[config.mk]
export PLATFORM = sky130hd
export DESIGN_NAME = exc_resolver
export DESIGN_NICKNAME = d
export VERILOG_FILES = /design/src/rtl/exc_pkg.sv /design/src/rtl/exc_first_pick.sv /design/src/rtl/exc_mask_pick.sv /design/src/rtl/exc_resolver.sv
export SDC_FILE = /design/constraint.sdc
export NUM_CORES = 1
export LEC_CHECK = 0
export ABC_AREA = 1
export BUFFER_PORTS_ARGS = -buffer_cell sky130_fd_sc_hd__buf_4
export CAP_MARGIN = 20
export CELL_PAD_IN_SITES_DETAIL_PLACEMENT = 0
export CELL_PAD_IN_SITES_GLOBAL_PLACEMENT = 1
export CORE_MARGIN = 2
export CORE_UTILIZATION = 34
export CTS_CLUSTER_SIZE = 30
export DETAILED_ROUTE_END_ITERATION = 8
export GPL_TIMING_DRIVEN = 0
export PLACE_DENSITY_LB_ADDON = 0.1
export SLEW_MARGIN = 5
export SYNTH_ARGS = -nofsm -noshare
export SYNTH_HDL_FRONTEND = slang
export SYNTH_SLANG_ARGS = --single-unit
[constraint.sdc]
create_clock -name clk -period 3.5 [get_ports clk]
set_input_delay 0.35 -clock clk [delete_from_list [all_inputs] [get_ports clk]]
set_output_delay 0.35 -clock clk [all_outputs]
set_load 0.005 [all_outputs]
[src/rtl/exc_pkg.sv]
package exc_pkg;
    localparam int          NMI_N   = 6;
    localparam int          MSK_N   = 5;
    localparam logic [15:0] VEC_TOP = 16'hFFFE;

    typedef struct packed {
        logic        valid;
        logic        is_reset;
        logic [15:0] vector;
        logic [7:0]  elev;
    } exc_state_t;

    function automatic logic [15:0] vec_of(input int slot);
        return VEC_TOP - 16'(2 * slot);
    endfunction
endpackage

[src/rtl/exc_first_pick.sv]
module exc_first_pick #(
    parameter int N = 6,
    localparam int W = (N > 1) ? $clog2(N) : 1
) (
    input  logic [N-1:0] req,
    output logic         any,
    output logic [W-1:0] idx
);
    always_comb begin
        idx = '0;
        for (int i = N - 1; i >= 0; i--) begin
            if (req[i]) idx = W'(i);
        end
        any = |req;
    end
endmodule

[src/rtl/exc_mask_pick.sv]
module exc_mask_pick #(
    parameter int          M        = 5,
    parameter logic [7:0]  FIRST_LO = 8'hF2,
    localparam int W = (M > 1) ? $clog2(M) : 1
) (
    input  logic [M-1:0] req,
    input  logic [7:0]   elev,
    output logic         any,
    output logic [W-1:0] idx
);
    logic [M-1:0] hit;
    logic         prom_any;
    logic [W-1:0] prom_idx;
    logic         dflt_any;
    logic [W-1:0] dflt_idx;

    for (genvar k = 0; k < M; k++) begin : g_match
        assign hit[k] = (elev == FIRST_LO - 8'(2 * k));
    end

    exc_first_pick #(.N(M)) u_prom (
        .req (hit & req),
        .any (prom_any),
        .idx (prom_idx)
    );

    exc_first_pick #(.N(M)) u_dflt (
        .req (req),
        .any (dflt_any),
        .idx (dflt_idx)
    );

    assign any = dflt_any;
    assign idx = prom_any ? prom_idx : dflt_idx;
endmodule

[src/rtl/exc_resolver.sv]
module exc_resolver
    import exc_pkg::*;
#(
    parameter int         RST_N    = 3,
    parameter logic [7:0] ELEV_RST = 8'hF2,
    localparam int NW       = $clog2(NMI_N),
    localparam int MW       = $clog2(MSK_N),
    localparam int XIRQ_IDX = NMI_N - 1
) (
    input  logic             clk,
    input  logic             rst_n,
    input  logic [NMI_N-1:0] nmi_req,
    input  logic [MSK_N-1:0] irq_req,
    input  logic [MSK_N-1:0] irq_en,
    input  logic             mask_i,
    input  logic             mask_x,
    input  logic             elev_we,
    input  logic [7:0]       elev_wdata,
    output logic             exc_valid,
    output logic             exc_is_reset,
    output logic [15:0]      exc_vector
);
    localparam logic [15:0] FIRST_MSK_VEC = VEC_TOP - 16'(2 * NMI_N);

    exc_state_t st_d, st_q;

    logic [NMI_N-1:0] nmi_eff;
    logic [MSK_N-1:0] msk_eff;
    logic             nmi_any, msk_any;
    logic [NW-1:0]    nmi_idx;
    logic [MW-1:0]    msk_idx;

    always_comb begin
        nmi_eff           = nmi_req;
        nmi_eff[XIRQ_IDX] = nmi_req[XIRQ_IDX] & ~mask_x;
        msk_eff           = irq_req & irq_en & {MSK_N{~mask_i}};
    end

    exc_first_pick #(.N(NMI_N)) u_nmi (
        .req (nmi_eff),
        .any (nmi_any),
        .idx (nmi_idx)
    );

    exc_mask_pick #(.M(MSK_N), .FIRST_LO(FIRST_MSK_VEC[7:0])) u_msk (
        .req  (msk_eff),
        .elev (st_q.elev),
        .any  (msk_any),
        .idx  (msk_idx)
    );

    always_comb begin
        st_d          = st_q;
        st_d.valid    = nmi_any | msk_any;
        st_d.is_reset = nmi_any && (int'(nmi_idx) < RST_N);
        if (nmi_any)      st_d.vector = vec_of(int'(nmi_idx));
        else if (msk_any) st_d.vector = vec_of(NMI_N + int'(msk_idx));
        else              st_d.vector = '0;
        if (elev_we && mask_i) st_d.elev = elev_wdata;
    end

    always_ff @(posedge clk or negedge rst_n) begin
        if (!rst_n) begin
            st_q.valid    <= 1'b0;
            st_q.is_reset <= 1'b0;
            st_q.vector   <= '0;
            st_q.elev     <= ELEV_RST;
        end else begin
            st_q <= st_d;
        end
    end

    assign exc_valid    = st_q.valid;
    assign exc_is_reset = st_q.is_reset;
    assign exc_vector   = st_q.vector;
endmodule

==> results.md <==
* Port Buf Inserts at 44
* Min-Delay Endpoint: exc_is_reset$_DFF_PN0_
* Crit end category: register
* CP Launch Type: register
* P_sw at between 100 and 150 µW
* Hold path depth at 3
* Initial Utilization at a little over a third
* Share of cells above drive strength 1 at between 40% and 50%
* Final hold vios at 0
* Initial DRC count at 15
* Crit path max fanout at 4
* CP arrival at roughly 1900 ps
* Antenna-violating nets left at 0
* Clock-pin slew on the worst setup and hold paths at approximately 80 ps
* Combinational Power Share at 25.5%
* Switching Share at between 20% and 30%
* CP peak stage delay at ~540 ps
* Number of buffers created by CTS at 3
* Vias per inst at between 4 and 5
* Core ar. at between 2000 and 3000 µm²
* Pint at 276.5 µW
* Row cnt at 19
* Depth of the CTS H-tree at 1
* Net Count, Synth at between 150 and 200
* Status: finished clean
* R2r setup slk at approximately 1800 ps
* Mean post-synth cell area at between 7 and 8 µm²
* Max cap viols at 0
* Total GRT Usage at between 10% and 20%
* Ordered list of cells on the worst path: nand2_2 > nor2_4 > inv_2 > nor2_4 > nand2_2 > nand2_2 > nand2_2 > inv_1 > ha_1 > a31o_1
* Total negative setup slack at 0 ps
* Pre-antenna DRT Iters at 4
* Synthesized area at 996.0 µm²
* Synth area leader: dfrtp_1
* Slowest CP cell: dfstp_2
* Die area at 3378 µm²
* Final GP Congestion at 0.7215
* Minimum clock period at 1681 ps
* Hold Startpoint: nmi_req[2]
* Worst skew pair latency at 280 ps
* Vias in the first global route at 837
* # nets final at around 210
* Worst Skew at 3.388 ps
* I/O pin total at 47
* Via count at 899
* Fraction of registers with async set/reset at 100.0%
* Antenna cells at 0
* Largest net degree at the start of global routing at 15
* Clk buf depth at 2
* Syn. warnings at 0
* WL per Instance at ~9.1 µm
* Synth top cells by count: nand2_1, nor2_1, buf_4
* Seq/Total Area, Yosys at between 30% and 40%
* Unrepaired setup endpoints after global routing: no
* Leak at between 0.0006 and 0.0007 µW
* Max IR drop VDD at between 0.15 and 0.2 mV
* Min-delay worst type: input pin to register
* Initial antenna violation count at 0
* # DRC at 0
* Slew Viols, Final at 0
* CTS sink cnt at 14
* Routed WL at between 1500 and 2000 µm
* Tcrit/Tclk final at between 40% and 50%
* PnR worst setup slack at ~1800 ps
* Reg power frac at 49.8%
* HPWL after detailed placement at 1635 µm
* Yosys reg bits at 14
* Setup CP Type: register to register
* Quantity of gates resized following cts at 0
* Total power density per cell area at about 270 nW/µm²
* Grt ovf at 0
* Reg2reg end: exc_vector[3]$_DFF_PN0_
* Number of synthesized flops with an enable pin at 0
* Worst EP required at approximately 3700 ps
* DIE HEIGHT at just under 60 µm
* CTS root buf: clkbuf_4
* Yosys top cell area share at a little under a quarter
* Synth top area cells: dfrtp_1, dfstp_2, buf_4, nand2_1, nor2_1
* CTS tree: built
* Most used cell, CP: nand2_2
* FILL cells at between 200 and 300
* Worst reg-to-reg path cell count at 10
* Area grow syn2layout at 40.70%
* Pre-CTS setup slack at 1822 ps
* Most frequent cell after synthesis: nand2_1
* Highest clock rate at between 500 and 600 MHz
* Worst path bufs/invs at 2
* First-pass GRT wire length at 3346 µm
* Setup-violating endpoint count in the final report at 0
* Synth unique cells at 24
* RR Startpoint: st_q[7]$_DFFE_PN1P_
* Synth Flop Type: dfrtp_1
* Clock power share at between 20 and 25%
* Syn Inst Count at ~130
* CP delay by family, top: flip-flops
* Die W at around 58 µm
==> final cells by class <==
class	count	area [µm²]	area share [%]
multi-input combinational	84	454.2	32.41
tap	31	38.79	2.768
buffer	18	136.4	9.732
inverter	13	48.80	3.482
timing repair buffer	45	340.3	24.29
clock buffer	4	26.28	1.875
sequential	14	356.6	25.45
==> registers in the layout, indices dropped and copies added (netlist names) <==
name and count:
exc_valid 1, st_q 8, exc_is_reset 1, exc_vector 4
==> worst min-delay path, cell delays in order <==
cell and delay [ps]:
buf_4 80, inv_1 40, nand2_1 60
==> through the flow <==
step / hold WS (ps) / utilization [%] / std cells / total power, µW / area, µm²
2_1_floorplan: 54.41 / - / 129 / 248.4 / 996.0
3_3_place_gp: 204.7 / 49.08 / 204 / 289.3 / 1365
3_5_place_dp: 208.1 / 49.08 / 204 / 292.1 / 1365
4_1_cts: 273.7 / 50.38 / 209 / 390.1 / 1401
5_1_grt: 289.2 / 50.38 / 209 / 410.5 / 1401
6_report: 280.0 / 50.38 / 209 / 383.0 / 1401
==> repair_timing <==
action / in CTS / in global routing
hold endpoints to repair: 9 / 0
setup buffers: 0 / 0
hold buffers: 1 / 0
==> cells in the final DEF, fill, tap and decap left out, types with 2 or more instances in the layout <==
cell type | synthesis | final
a21oi_1 | 7 | 7
a21oi_2 | 2 | 2
buf_4 | 16 | 60
clkbuf_4 | 0 | 3
dfrtp_1 | 9 | 9
dfstp_2 | 5 | 5
inv_1 | 11 | 11
inv_2 | 2 | 2
mux2_1 | 3 | 3
nand2_1 | 24 | 24
nand2_2 | 7 | 7
nand3_1 | 8 | 8
nor2_1 | 19 | 19
nor2_4 | 5 | 5
==> kinds of logic after synthesis <==
family	synth area share, %
AO/OA/AOI/OAI	8.041
adder cells (fa/ha/maj)	1.256
buffers and inverters	18.59
flip-flops	35.80
multiplexers	3.392
other	0.3765
AND/OR/NAND/NOR	32.54
==> per-layer routing <==
| layer | global-route usage (%) | part of all wire (%) | up-vias |
|---|---|---|---|
| met5 | 0 | 0 | - |
| met4 | 6.977 | 2.3 | 0 |
| met3 | 1.563 | 7.6 | 4 |
| met2 | 21.43 | 42 | 38 |
| met1 | 16.07 | 48 | 368 |
| li1 | - | - | 489 |
==> how the worst max path moves through the flow <==
stage                              startpoint                      end  slack, ps  cells past startpoint
after floorplan           st_q[7]$_DFFE_PN1P_  exc_vector[3]$_DFF_PN0_       1920                     10
after global routing      st_q[7]$_DFFE_PN1P_  exc_vector[3]$_DFF_PN0_       1720                      9
after CTS                 st_q[7]$_DFFE_PN1P_  exc_vector[3]$_DFF_PN0_       1810                     10
after detailed placement  st_q[7]$_DFFE_PN1P_  exc_vector[3]$_DFF_PN0_       1820                     10
final                     st_q[7]$_DFFE_PN1P_  exc_vector[3]$_DFF_PN0_       1820                     10
after global placement    st_q[5]$_DFFE_PN1P_  exc_vector[3]$_DFF_PN0_       1840                     10
==> power groups by stage <==
stage	combinational, µW	clock [µW]	sequential, µW
finish	97.6	94.7	191
global route	111	106	194
CTS	99.1	100	191
detailed placement	98.1	0	194
global placement	96.1	0	193
floorplan	56.2	0	192
No activity file was read; power rests on OpenSTA's default activity.
